### src/rtl/cdesc_pkg.sv
package cdesc_pkg;

    typedef enum logic [1:0] {
        ST_IDLE  = 2'd0,
        ST_FETCH = 2'd1,
        ST_HOLD  = 2'd2,
        ST_WBACK = 2'd3
    } cdesc_state_e;

    typedef struct packed {
        logic [4:0] rt;
        logic       tr;
        logic [4:0] sa;
        logic [4:0] low;
    } cmd_word_t;

endpackage

### src/rtl/cdesc_addr_calc.sv
module cdesc_addr_calc #(
    parameter int          ADDR_W     = 16,
    parameter int          BLK_WORDS  = 4,
    parameter logic [15:0] TABLE_BASE = 16'h0200
) (
    input  logic              tr,
    input  logic [4:0]        sa,
    input  logic [4:0]        low,
    output logic [ADDR_W-1:0] blk_addr
);
    localparam int IDX_W   = 5;
    localparam int BLK_SH  = $clog2(BLK_WORDS);
    localparam int QUAD_SH = IDX_W + BLK_SH;

    logic       is_mode;
    logic [1:0] quad;
    logic [4:0] idx;

    always_comb begin
        is_mode  = (sa == 5'd0) || (sa == 5'd31);
        quad     = {is_mode, tr};
        idx      = is_mode ? low : sa;
        blk_addr = ADDR_W'(TABLE_BASE)
                 + (ADDR_W'(quad) << QUAD_SH)
                 + (ADDR_W'(idx) << BLK_SH);
    end
endmodule

### src/rtl/cdesc_seq.sv
module cdesc_seq
    import cdesc_pkg::*;
#(
    parameter int ADDR_W    = 16,
    parameter int DATA_W    = 16,
    parameter int BLK_WORDS = 4
) (
    input  logic              clk,
    input  logic              rst_n,
    input  logic              cmd_valid,
    input  logic [ADDR_W-1:0] blk_addr,
    input  logic              done_valid,
    input  logic [DATA_W-1:0] done_ctrl,
    output logic              busy,
    output logic              ram_rd,
    output logic              ram_wr,
    output logic [ADDR_W-1:0] ram_addr,
    output logic [DATA_W-1:0] ram_wdata,
    output logic              cap_en,
    output logic [$clog2(BLK_WORDS)-1:0] cap_idx,
    output logic              ready,
    output logic [ADDR_W-1:0] cur_addr
);
    localparam int                CNT_W = $clog2(BLK_WORDS);
    localparam logic [CNT_W:0]    N_RD  = (CNT_W+1)'(BLK_WORDS);
    localparam logic [CNT_W-1:0]  LAST  = CNT_W'(BLK_WORDS - 1);

    typedef struct packed {
        cdesc_state_e      state;
        logic [ADDR_W-1:0] cur_addr;
        logic [CNT_W:0]    issue_cnt;
        logic              pend;
        logic [CNT_W-1:0]  pend_idx;
        logic              ready;
        logic [DATA_W-1:0] wdata;
    } seq_t;

    seq_t s_d, s_q;

    always_comb begin
        s_d       = s_q;
        s_d.ready = 1'b0;
        s_d.pend  = 1'b0;
        ram_rd    = 1'b0;
        ram_wr    = 1'b0;
        ram_addr  = s_q.cur_addr;
        ram_wdata = s_q.wdata;
        case (s_q.state)
            ST_IDLE: begin
                if (cmd_valid) begin
                    s_d.state     = ST_FETCH;
                    s_d.cur_addr  = blk_addr;
                    s_d.issue_cnt = '0;
                end
            end
            ST_FETCH: begin
                if (s_q.issue_cnt < N_RD) begin
                    ram_rd        = 1'b1;
                    ram_addr      = s_q.cur_addr + ADDR_W'(s_q.issue_cnt);
                    s_d.pend      = 1'b1;
                    s_d.pend_idx  = s_q.issue_cnt[CNT_W-1:0];
                    s_d.issue_cnt = s_q.issue_cnt + 1'b1;
                end
                if (s_q.pend && (s_q.pend_idx == LAST)) begin
                    s_d.state = ST_HOLD;
                    s_d.ready = 1'b1;
                end
            end
            ST_HOLD: begin
                if (done_valid) begin
                    s_d.wdata = done_ctrl;
                    s_d.state = ST_WBACK;
                end
            end
            ST_WBACK: begin
                ram_wr    = 1'b1;
                s_d.state = ST_IDLE;
            end
            default: s_d.state = ST_IDLE;
        endcase
    end

    always_ff @(posedge clk) begin
        if (!rst_n) begin
            s_q.state     <= ST_IDLE;
            s_q.cur_addr  <= '0;
            s_q.issue_cnt <= '0;
            s_q.pend      <= 1'b0;
            s_q.pend_idx  <= '0;
            s_q.ready     <= 1'b0;
            s_q.wdata     <= '0;
        end else begin
            s_q <= s_d;
        end
    end

    assign busy     = (s_q.state != ST_IDLE);
    assign cap_en   = s_q.pend;
    assign cap_idx  = s_q.pend_idx;
    assign ready    = s_q.ready;
    assign cur_addr = s_q.cur_addr;

    // reads and writes never share a cycle
    a_r11_rd_wr_excl: assert property (@(posedge clk) disable iff (!rst_n)
        !(ram_rd && ram_wr));

    // ready is a single-cycle pulse
    a_r6_ready_pulse: assert property (@(posedge clk) disable iff (!rst_n)
        ready |=> !ready);

    // ready only appears while a command is owned
    a_r7_ready_busy: assert property (@(posedge clk) disable iff (!rst_n)
        ready |-> busy);

    // a write always follows a completion strobe
    a_r8_wr_after_done: assert property (@(posedge clk) disable iff (!rst_n)
        ram_wr |-> $past(done_valid));

    // busy drops right after the write
    a_r8_idle_after_wr: assert property (@(posedge clk) disable iff (!rst_n)
        ram_wr |=> !busy);
endmodule

### src/rtl/cdesc_capture.sv
module cdesc_capture #(
    parameter int DATA_W    = 16,
    parameter int BLK_WORDS = 4
) (
    input  logic                          clk,
    input  logic                          rst_n,
    input  logic                          cap_en,
    input  logic [$clog2(BLK_WORDS)-1:0]  cap_idx,
    input  logic [DATA_W-1:0]             rdata,
    output logic [BLK_WORDS*DATA_W-1:0]   words
);
    logic [DATA_W-1:0] w_d [BLK_WORDS];
    logic [DATA_W-1:0] w_q [BLK_WORDS];

    for (genvar k = 0; k < BLK_WORDS; k++) begin : g_word
        always_comb begin
            w_d[k] = w_q[k];
            if (cap_en && (cap_idx == k[$clog2(BLK_WORDS)-1:0]))
                w_d[k] = rdata;
        end

        always_ff @(posedge clk) begin
            if (!rst_n) w_q[k] <= '0;
            else        w_q[k] <= w_d[k];
        end

        assign words[k*DATA_W +: DATA_W] = w_q[k];
    end
endmodule

### src/rtl/cdesc_agen.sv
module cdesc_agen #(
    parameter int          ADDR_W     = 16,
    parameter int          DATA_W     = 16,
    parameter int          BLK_WORDS  = 4,
    parameter logic [15:0] TABLE_BASE = 16'h0200
) (
    input  logic                        clk,
    input  logic                        rst_n,
    input  logic                        cmd_valid,
    input  logic [15:0]                 cmd_word,
    output logic                        busy,
    input  logic                        done_valid,
    input  logic [DATA_W-1:0]           done_ctrl,
    output logic                        ram_rd,
    output logic                        ram_wr,
    output logic [ADDR_W-1:0]           ram_addr,
    output logic [DATA_W-1:0]           ram_wdata,
    input  logic [DATA_W-1:0]           ram_rdata,
    output logic                        desc_ready,
    output logic [BLK_WORDS*DATA_W-1:0] desc_words,
    output logic [ADDR_W-1:0]           cur_addr
);
    localparam int CNT_W    = $clog2(BLK_WORDS);
    localparam int TBL_SPAN = 4 * 32 * BLK_WORDS;

    cdesc_pkg::cmd_word_t cmd_s;
    logic [ADDR_W-1:0]    blk_addr;
    logic                 cap_en;
    logic [CNT_W-1:0]     cap_idx;
    logic                 rt_unused;

    assign cmd_s     = cmd_word;
    assign rt_unused = ^cmd_s.rt;

    cdesc_addr_calc #(
        .ADDR_W    (ADDR_W),
        .BLK_WORDS (BLK_WORDS),
        .TABLE_BASE(TABLE_BASE)
    ) u_calc (
        .tr      (cmd_s.tr),
        .sa      (cmd_s.sa),
        .low     (cmd_s.low),
        .blk_addr(blk_addr)
    );

    cdesc_seq #(
        .ADDR_W   (ADDR_W),
        .DATA_W   (DATA_W),
        .BLK_WORDS(BLK_WORDS)
    ) u_seq (
        .clk       (clk),
        .rst_n     (rst_n),
        .cmd_valid (cmd_valid),
        .blk_addr  (blk_addr),
        .done_valid(done_valid),
        .done_ctrl (done_ctrl),
        .busy      (busy),
        .ram_rd    (ram_rd),
        .ram_wr    (ram_wr),
        .ram_addr  (ram_addr),
        .ram_wdata (ram_wdata),
        .cap_en    (cap_en),
        .cap_idx   (cap_idx),
        .ready     (desc_ready),
        .cur_addr  (cur_addr)
    );

    cdesc_capture #(
        .DATA_W   (DATA_W),
        .BLK_WORDS(BLK_WORDS)
    ) u_cap (
        .clk    (clk),
        .rst_n  (rst_n),
        .cap_en (cap_en),
        .cap_idx(cap_idx),
        .rdata  (ram_rdata),
        .words  (desc_words)
    );

    // a command offered while busy leaves the current address alone
    a_r4_addr_hold: assert property (@(posedge clk) disable iff (!rst_n)
        (busy && cmd_valid) |=> $stable(cur_addr));

    // an owned address lies inside the table and on a block boundary
    a_r1_addr_in_table: assert property (@(posedge clk) disable iff (!rst_n)
        busy |-> ((cur_addr >= ADDR_W'(TABLE_BASE))
              && (cur_addr <  ADDR_W'(TABLE_BASE) + ADDR_W'(TBL_SPAN))
              && (cur_addr[CNT_W-1:0] == '0)));

    // every read stays within the owned block
    a_r5_rd_in_block: assert property (@(posedge clk) disable iff (!rst_n)
        ram_rd |-> ((ram_addr - cur_addr) < ADDR_W'(BLK_WORDS)));
endmodule

### config.mk
export PLATFORM = sky130hd
export DESIGN_NAME = cdesc_agen
export DESIGN_NICKNAME = d
export VERILOG_FILES = /design/src/rtl/cdesc_pkg.sv /design/src/rtl/cdesc_addr_calc.sv /design/src/rtl/cdesc_seq.sv /design/src/rtl/cdesc_capture.sv /design/src/rtl/cdesc_agen.sv
export SDC_FILE = /design/constraint.sdc
export NUM_CORES = 1
export LEC_CHECK = 0
export ABC_AREA = 1
export BUFFER_PORTS_ARGS = -buffer_cell sky130_fd_sc_hd__buf_4
export CAP_MARGIN = 20
export CORE_MARGIN = 2
export CORE_UTILIZATION = 30
export DETAILED_ROUTE_END_ITERATION = 8
export PLACE_DENSITY = 0.58
export SLEW_MARGIN = 40
export SYNTH_ARGS = -nofsm -noshare
export SYNTH_HDL_FRONTEND = slang
export SYNTH_SLANG_ARGS = --single-unit
export TNS_END_PERCENT = 10
### constraint.sdc
create_clock -name clk -period 2.7 [get_ports clk]
set_input_delay 0.135 -clock clk [delete_from_list [all_inputs] [get_ports clk]]
set_output_delay 0.135 -clock clk [all_outputs]
set_load 0.02 [all_outputs]
Word-level counts from Yosys, hierarchy flattened
Memories as Yosys holds them, arrays and structs flattened.
Cells that the tools add are included.
{"block": "totals", "latchBits": 0, "out_inout_bits": 116, "mem_count": 1, "word_cells": 67, "regBits": 41, "romBits": 0, "ram_bits": 64}
{"block": "classes", "n_div": 0, "add_sub_neg": 4, "n_reduce_logical": 16, "shift": 0, "n_bitwise": 4, "muxes": 23, "n_eq_ne": 11, "order_cmp": 1, "multipliers": 0}
{"memory": "u_cap.w_q", "words": 4, "width": 16, "read_ports": 4, "rd_clocked_by_memory_dff": 0, "write_ports": 4, "line": "cdesc_capture.sv:13", "source": "logic [DATA_W-1:0] w_q [BLK_WORDS];"}
{"operator": "16-bit two-way mux", "n": 10}
{"operator": "21-bit two-way mux", "n": 1}
{"operator": "16-bit by 3-bit adder with 16-bit output", "n": 1}
{"operator": "11-bit by 7-bit adder with 12-bit output", "n": 1}
{"operator": "10-bit by 9-bit adder with 11-bit output (first input constant)", "n": 1}
{"operator": "2-bit == test (second input constant)", "n": 4}
{"operator": "2-bit case mux with 4 select lines", "n": 1}
{"operator": "2-bit AND reduction", "n": 4}
{"operator": "1-bit two-way mux", "n": 6}
{"operator": "6-bit two-way mux", "n": 1}
{"operator": "3-bit case mux with 2 select lines", "n": 1}
{"operator": "3-bit AND reduction", "n": 2}
{"operator": "5-bit == test (second input constant)", "n": 1}
{"operator": "5-bit logical NOT", "n": 1}
{"operator": "5-bit two-way mux", "n": 1}
{"operator": "2-bit by 1-bit == test with 1-bit output (second input constant)", "n": 2}
{"operator": "1-bit logical AND", "n": 4}
{"operator": "2-bit logical NOT", "n": 2}
{"operator": "2-bit two-way mux", "n": 2}
{"operator": "2-bit by 1-bit != test with 1-bit output (second input constant)", "n": 2}
{"operator": "2-bit != test (second input constant)", "n": 2}
{"operator": "1-bit bitwise OR", "n": 4}
{"operator": "2-bit nonzero test", "n": 2}
{"operator": "3-bit by 1-bit adder with 3-bit output (second input constant)", "n": 1}
{"operator": "other kinds (2)", "n": 2}

Depth between registers and ports, before layout
Gate-level depths: netlist (run 1).
{"block": "logic_depth", "depth_word": 6, "mapped_depth": 10, "mapped_depth_nobuf": 10}

Hierarchy
Synthesis (run 1) repeated with hierarchy kept, for this count alone.
{"block": "unflattened", "hier_cells": 773, "hier_area_um2": 5154.9}
{"module": "cdesc_capture", "seq_area_each_um2": 1281.2, "cells_each": 413, "n_inst": 1, "area_each_um2": 2652.5}
{"module": "cdesc_seq", "seq_area_each_um2": 820.8, "cells_each": 321, "n_inst": 1, "area_each_um2": 2293.4}
{"module": "cdesc_addr_calc", "seq_area_each_um2": 0.0, "cells_each": 39, "n_inst": 1, "area_each_um2": 209.0}

Worst setup path before layout (run 1)
Ideal clock, no wire load.
{"block": "synth_path", "path_type": "register to output", "startpoint": "register u_seq.s_q[40] in the netlist's numbering", "endpoint": "output ram_addr[10]", "path_buffers": 0, "t_arrival_ps": 1463, "path_slack_ps": 1102, "path_stages_with_launch": 9, "cell_sequence": "dfxtp_1 -> inv_1 -> ha_1 -> inv_2 -> nor2_8 -> nand2_2 -> nor2_2 -> nand3_1 -> nor2_1"}
{"block": "synth_via", "elab_chain_cells": 2}
{"element": "start, declared", "line": "cdesc_seq.sv:38", "source": "seq_t s_d, s_q;"}
{"element": "2-bit by 1-bit == test with 1-bit output", "line": "cdesc_seq.sv:48", "source": "case (s_q.state)"}
{"element": "16-bit two-way mux", "line": "cdesc_seq.sv:48"}
{"element": "end, declared", "line": "cdesc_agen.sv:16", "source": "output logic [ADDR_W-1:0] ram_addr,"}
No other way between the ends.

Worst setup path in the final report (run 1)
Same ends and word-level chain as after synthesis.

==> results of run 1 <==
-- registers in the layout, indices dropped and copies added, names as in the netlist --
signal and count:
u_cap.w_q 64, u_seq.cap_en 1, u_seq.cap_idx 2, u_seq.cur_addr 8, u_seq.ram_wdata 16, u_seq.ready 1, u_seq.s_q 5
-- synthesized netlist by cell type (2+ instances only) --
master / instances / area share [%]
o21ai_1: 5 / 0.60
o21ai_0: 68 / 8.2
nand2_1: 53 / 4.8
nand3_1: 22 / 2.6
nand3_2: 2 / 0.48
ha_1: 7 / 2.1
buf_1: 2 / 0.18
nor2_8: 2 / 0.96
buf_4: 39 / 7.0
nor2_2: 11 / 1.7
clkbuf_1: 11 / 0.99
dfxtp_1: 97 / 47
nor2_1: 134 / 12
buf_6: 5 / 1.4
nand2_2: 2 / 0.30
a21oi_1: 28 / 3.4
buf_2: 5 / 0.60
a21oi_2: 3 / 0.63
inv_1: 28 / 2.5
inv_2: 5 / 0.45
-- worst paths after layout --
check                        start                  end  cells past startpoint
hold reg to reg   u_cap.w_q[3][15]     u_cap.w_q[3][15]                      2
setup reg to reg     u_seq.s_q[39]    u_seq.cur_addr[6]                      8
hold / removal       done_ctrl[11]  u_seq.ram_wdata[11]                      3
setup / recovery     u_seq.s_q[40]         ram_addr[10]                      9
-- power groups by stage --
stage          combinational [W]  sequential [W]  clock (W)
2_1_floorplan           0.000886         0.00184          0
3_3_place_gp             0.00133         0.00177          0
3_5_place_dp             0.00135         0.00177          0
4_1_cts                  0.00136         0.00174    0.00141
5_1_grt                  0.00148         0.00176    0.00146
6_report                 0.00134         0.00174    0.00138
-- cell type report --
cell class	instances	share of cell area [%]
Multi-Input combinational cell	357	31.1
Sequential cell	97	35.5
Clock inverter	5	1.58
Timing Repair Buffer	152	20.9
Clock buffer	11	4.26
Inverter	35	2.54
Tap cell	180	4.12
-- per-stage QoR --
stage | utilization [%] | instance area (µm²) | worst slack, ns | hold WS [ns] | power, W
after floorplan | - | 4210 | 1.10 | 0.263 | 0.00272
after global placement | 37.5 | 5150 | 1.08 | 0.386 | 0.00310
after detailed placement | 37.5 | 5150 | 1.05 | 0.397 | 0.00312
after CTS | 39.8 | 5470 | 0.668 | 0.0435 | 0.00450
after global routing | 39.8 | 5470 | 0.537 | 0.0560 | 0.00471
final | 39.8 | 5470 | 0.691 | 0.0525 | 0.00446
-- routing by layer --
layer,track usage [%],vias up
met3,2.72,15
li1,-,1885
met4,6.18,0
met5,0,-
met1,18.4,1683
met2,23.9,131
-- worst max-delay path, stage by stage (launching register included) --
cell	delay, ns
dfxtp_1	0.34
inv_1	0.11
ha_1	0.22
inv_2	0.09
nor2_8	0.16
nand2_2	0.10
nor2_2	0.15
nand3_1	0.11
nor2_1	0.11
buf_4	0.15
-- kinds of logic after synthesis --
| kind of cell | share of synthesized area, % |
|---|---|
| buffers and inverters | 13.6 |
| adders and majority gates | 2.10 |
| xor gates and xnor gates | 0.421 |
| AOI/OAI and AO/OA | 13.0 |
| other | 0.0901 |
| DFF | 46.6 |
| and+or+nand+nor | 24.2 |
==> impl_results.md, run 1 <==
* CTS tree: yes
* Yosys warnings at 0
* Power share of the combinational group at 30.1%
* Reg power frac at 39.0%
* Hold WC Path Type: in2reg
* Fill count at 1457
* Tightest Pin Transition at 0.506 ns
* Leakage at 2.56 nW
* Most frequent cells in the layout: buf_4 (152), nor2_1 (134), dfxtp_1 (97), o21ai_0 (68), nand2_1 (53)
* Setup Fix Bufs, Post-CTS at 0
* FP Rows at 43
* CTS buffer count at 9
* DR WL met2 at 5.32 mm
* Hold buffer count at cts at 0
* Yosys reg bits at 97
* Syn-to-layout area delta at 31.3%
* P_sw at 0.00151 W
* Gpl congestion at 0.791
* Setup crit end kind: primary output
* DRC at 0
* Netlist Area Pre-Place at 4160 µm²
* DP Wirelength at 8.14 mm
* Congestion Overflow GR at 0
* Ports at 168
* Port Buffer Count at 149
* Vias per inst at 4.44
* WL/cell at 13.3 µm
* Worst path required time at 2.57 ns
* Full die area at 14800 µm²
* Post-cts sizing count at 0
* 1st-iter DRT viols at 277
* Final ANT Viol Nets at 0
* Final hold violations at 0
* Die height at 122 µm
* Vias at 3714
* Max Cap Viol at 0
* Diode count at 0
* WL met3 at 680 µm
* Clock sink total at 97
* Sw Share at 33.9%
* Final setup violation count at 0
* Crit path DAT at 1.87 ns
* M1 wire length at 4.88 mm
* CTS max path bufs at 2
* Ys flop type: dfxtp_1
* Flop-to-flop setup slack at 1.14 ns
* Reg area at 1940 µm²
* Setup tns final at 0 ns
* Die width at 122 µm
* Initial DRT Pass Iterations at 4
* Area of the multi-input gates at 1700 µm²
* CP startpoint kind: register
* Core area at 13700 µm²
* Largest net degree at the start of global routing at 58
* Uppermost layer routed: met4
* NumNets Final at 711
* Share of post-route cells with drive strength above 1 at 30.0%
* Initial antenna violation count at 0
* Status: complete, no violations
* Part of the Yosys area used for sequential elements at 46.6%
* RSZ-0062 raised after global routing: false
* CP Max Fanout at 9
* Slew margin rel. at 66.2%
* Fmax at 498 MHz
* Async SR Flop Fraction at 0%
* Reg clk slew, reported paths at 0.07 ns
* Post-synth cell types at 31
* EDFF count, synth at 0
* Post-Layout Cell Count at 837
* Pint at 0.00295 W
* Clock Skew at 0.00768 ns
* Initial Util at 30.3%
* Syn Inst Count at 540
* Synth Area per Inst at 7.71 µm²
* CTS H-Tree Depth at 3
* Fin crit share at 74.4%
* Clock power share at 30.9%
* Pwr dens at 816 nW/µm²
* Inst Count DP at 821
* Root buf cell: clkbuf_16
* Setup CP Type: reg2out
* First-pass GRT wire length at 16.9 mm
* Minimum clock period at 2.01 ns
* Slew Viols, Final at 0
* Vias in the first global route at 3412
* Final WL at 11.1 mm
* Peak VDD IR at 0.295 mV
* Commonest non-fill, non-tap cell in the layout: buf_4
* GRT Total Usage at 14.5%
* Worst-Skew Late Latency at 0.33 ns
(Power assumes the default switching activity.)
==> run 2: changes to the inputs <==
--- a/config.mk
+++ b/config.mk
@@ -11,7 +11,7 @@
 export CORE_MARGIN = 2
 export CORE_UTILIZATION = 30
 export DETAILED_ROUTE_END_ITERATION = 8
-export PLACE_DENSITY = 0.58
+export PLACE_DENSITY = 0.6
 export SLEW_MARGIN = 40
 export SYNTH_ARGS = -nofsm -noshare
 export SYNTH_HDL_FRONTEND = slang
==> constraint.sdc (replaced) <==
create_clock -name clk -period 1.83 [get_ports clk]
set_input_delay 0.0915 -clock clk [delete_from_list [all_inputs] [get_ports clk]]
set_output_delay 0.0915 -clock clk [all_outputs]
set_load 0.02 [all_outputs]
==> run 2 against run 1 <==
  * Final cell count increased by 0.96%
  * Clock-buffer cell count is 1 lower
  * Die area stayed put
  * Via count is 0.38% higher
  * Setup slack worse by 0.55 ns
  * Sequential share of layout area decreased by 0.42 points
  * Sequential power increased by 49%
  * Routed wire length rose by 1.7%
  * Flip-flop and latch count stayed put
==> impl_results.md, run 2 (synthesis results as in run 1) <==
* Status: complete, no violations
* Die width at 122 µm
* Worst-Skew Late Latency at 0.34 ns
* FP Rows at 43
* Slew Viols, Final at 0
* CP startpoint kind: register
* Port Buffer Count at 149
* Vias at 3728
* Final hold violations at 0
* Initial DRT Pass Iterations at 4
* Final instance area at 5560 µm²
* Final setup violation count at 0
* Initial Util at 30.3%
* Vias in the first global route at 3400
* Ports at 168
* CTS buffer count at 9
* DRC at 0
* Worst path required time at 1.74 ns
* Clock Skew at 0.00614 ns
* Final WL at 11.3 mm
* Inst Count DP at 823
* Share of post-route cells with drive strength above 1 at 31.6%
* Root buf cell: clkbuf_16
* Fmax at 594 MHz
* GRT busiest layer: met2
* Minimum clock period at 1.68 ns
* Syn-to-layout area delta at 33.5%
* Core area at 13700 µm²
* Setup tns final at 0 ns
* WL/cell at 13.4 µm
* Hold WC Path Type: in2reg
* DP Wirelength at 8.21 mm
* Slew margin rel. at 65.0%
* CTS tree: yes
* Reg clk slew, reported paths at 0.06 ns
* Flop-to-flop setup slack at 0.45 ns
* Crit path cell chain: inv_4 -> ha_4 -> inv_2 -> nor2_8 -> nand2_4 -> nor2_4 -> nand3_2 -> nand2_1 -> inv_1 -> buf_4
* First-pass GRT wire length at 17.1 mm
* Congestion Overflow GR at 0
* Full die area at 14800 µm²
* CTS max path bufs at 2
* M1 GR Usage at 19.1%
* Clock sink total at 97
* Slowest cell on crit path: dfxtp_4
* CTS H-Tree Depth at 3
* Die height at 122 µm
* Critical path's largest stage delay at 0.35 ns
* Largest net degree at the start of global routing at 46
* Pwr dens at 1180 nW/µm²
* Most frequent cells in the layout: buf_4 (157), nor2_1 (134), dfxtp_1 (93), o21ai_0 (68), nand2_1 (53)
* Met3 global-route usage at 3.89%
* Vias per inst at 4.41
* Peak VDD IR at 0.489 mV
* Largest register by flop count: u_cap.w_q
* CP Max Fanout at 3
* GRT Total Usage at 14.9%
* Final ANT Viol Nets at 0
* Post-Layout Cell Count at 845
* Initial antenna violation count at 0
* Gpl congestion at 0.778
* Setup CP Type: reg2out
* Fin crit share at 92.0%
* Dpl cell area at 5160 µm²
* Crit path DAT at 1.59 ns
* Commonest non-fill, non-tap cell in the layout: buf_4
* Diode count at 0
* Leakage at 2.60 nW
* NumNets Final at 720
* Met2 Usage GRT at 24.3%
* Max FFs per register at 64
* 1st-iter DRT viols at 283
* Fill count at 1398
* Setup crit end kind: primary output
* Max Cap Viol at 0
* Tightest Pin Transition at 0.524 ns
-- run 2: cell count changes in the layout (fill, tap and decap cells not counted), sizes merged --
cell / previous run / this run
clkinv: 1 / 0
buf: 152 / 157
dlygate4sd3: 0 / 4
clkinvlp: 0 / 1
bufinv: 2 / 1
clkbuf: 11 / 10
inv: 37 / 38
-- run 2: per-layer routing --
metal / up-vias / routed length (µm)
li1: 1895 / -
met1: 1710 / 5030
met2: 109 / 5390
met3: 14 / 704
met4: 0 / 169
met5: - / 0
-- run 2: final timing paths --
path	from	endpoint	cells past startpoint
max	u_seq.s_q[40]	ram_addr[8]	10
min	done_ctrl[14]	u_seq.ram_wdata[14]	3
max reg2reg	u_seq.cap_idx[1]	u_cap.w_q[0][5]	5
min reg2reg	u_cap.w_q[3][0]	u_cap.w_q[3][0]	2
-- run 2: worst max-delay path, delay by kind of cell (launching register included) --
family / cells / cell delay [ns]
and+or+nand+nor: 5 / 0.46
DFF: 1 / 0.35
buffers and inverters: 4 / 0.30
adders and majority gates: 1 / 0.14
-- run 2: layout make-up --
type / instances / area, µm² / area share (%)
Sequential cell: 97 / 1950 / 35.1
Multi-Input combinational cell: 357 / 1730 / 31.1
Timing Repair Buffer: 161 / 1220 / 21.9
Clock buffer: 10 / 229 / 4.12
Tap cell: 180 / 225 / 4.05
Inverter: 35 / 141 / 2.54
Clock inverter: 5 / 63.8 / 1.15
-- run 2: report_power, final --
group          leakage (nW)  total [W]  internal, W  switching [W]
combinational          1.67    0.00209     0.000828        0.00126
clock                 0.140    0.00188      0.00107       0.000812
sequential            0.788    0.00259      0.00239       0.000198
-- run 2: through the flow --
| stage | hold WS (ns) | total power, W | setup slack (ns) | utilization, % |
|---|---|---|---|---|
| 2_1_floorplan | 0.220 | 0.00402 | 0.276 | - |
| 3_3_place_gp | 0.342 | 0.00459 | 0.274 | 37.6 |
| 3_5_place_dp | 0.348 | 0.00464 | 0.207 | 37.6 |
| 4_1_cts | 0.000816 | 0.00659 | 0.0128 | 40.2 |
| 5_1_grt | 0.00653 | 0.00693 | -0.00572 | 40.5 |
| 6_report | 0.00907 | 0.00656 | 0.146 | 40.5 |
-- run 2: repair_timing --
item | CTS | global route
resized for setup | 4 | 10
pin swaps | 1 | 2
hold buffers | 4 | 0
endpoints found under the setup margin | 3 | 4
endpoints found under the hold margin | 4 | 0
setup buffers | 1 | 2
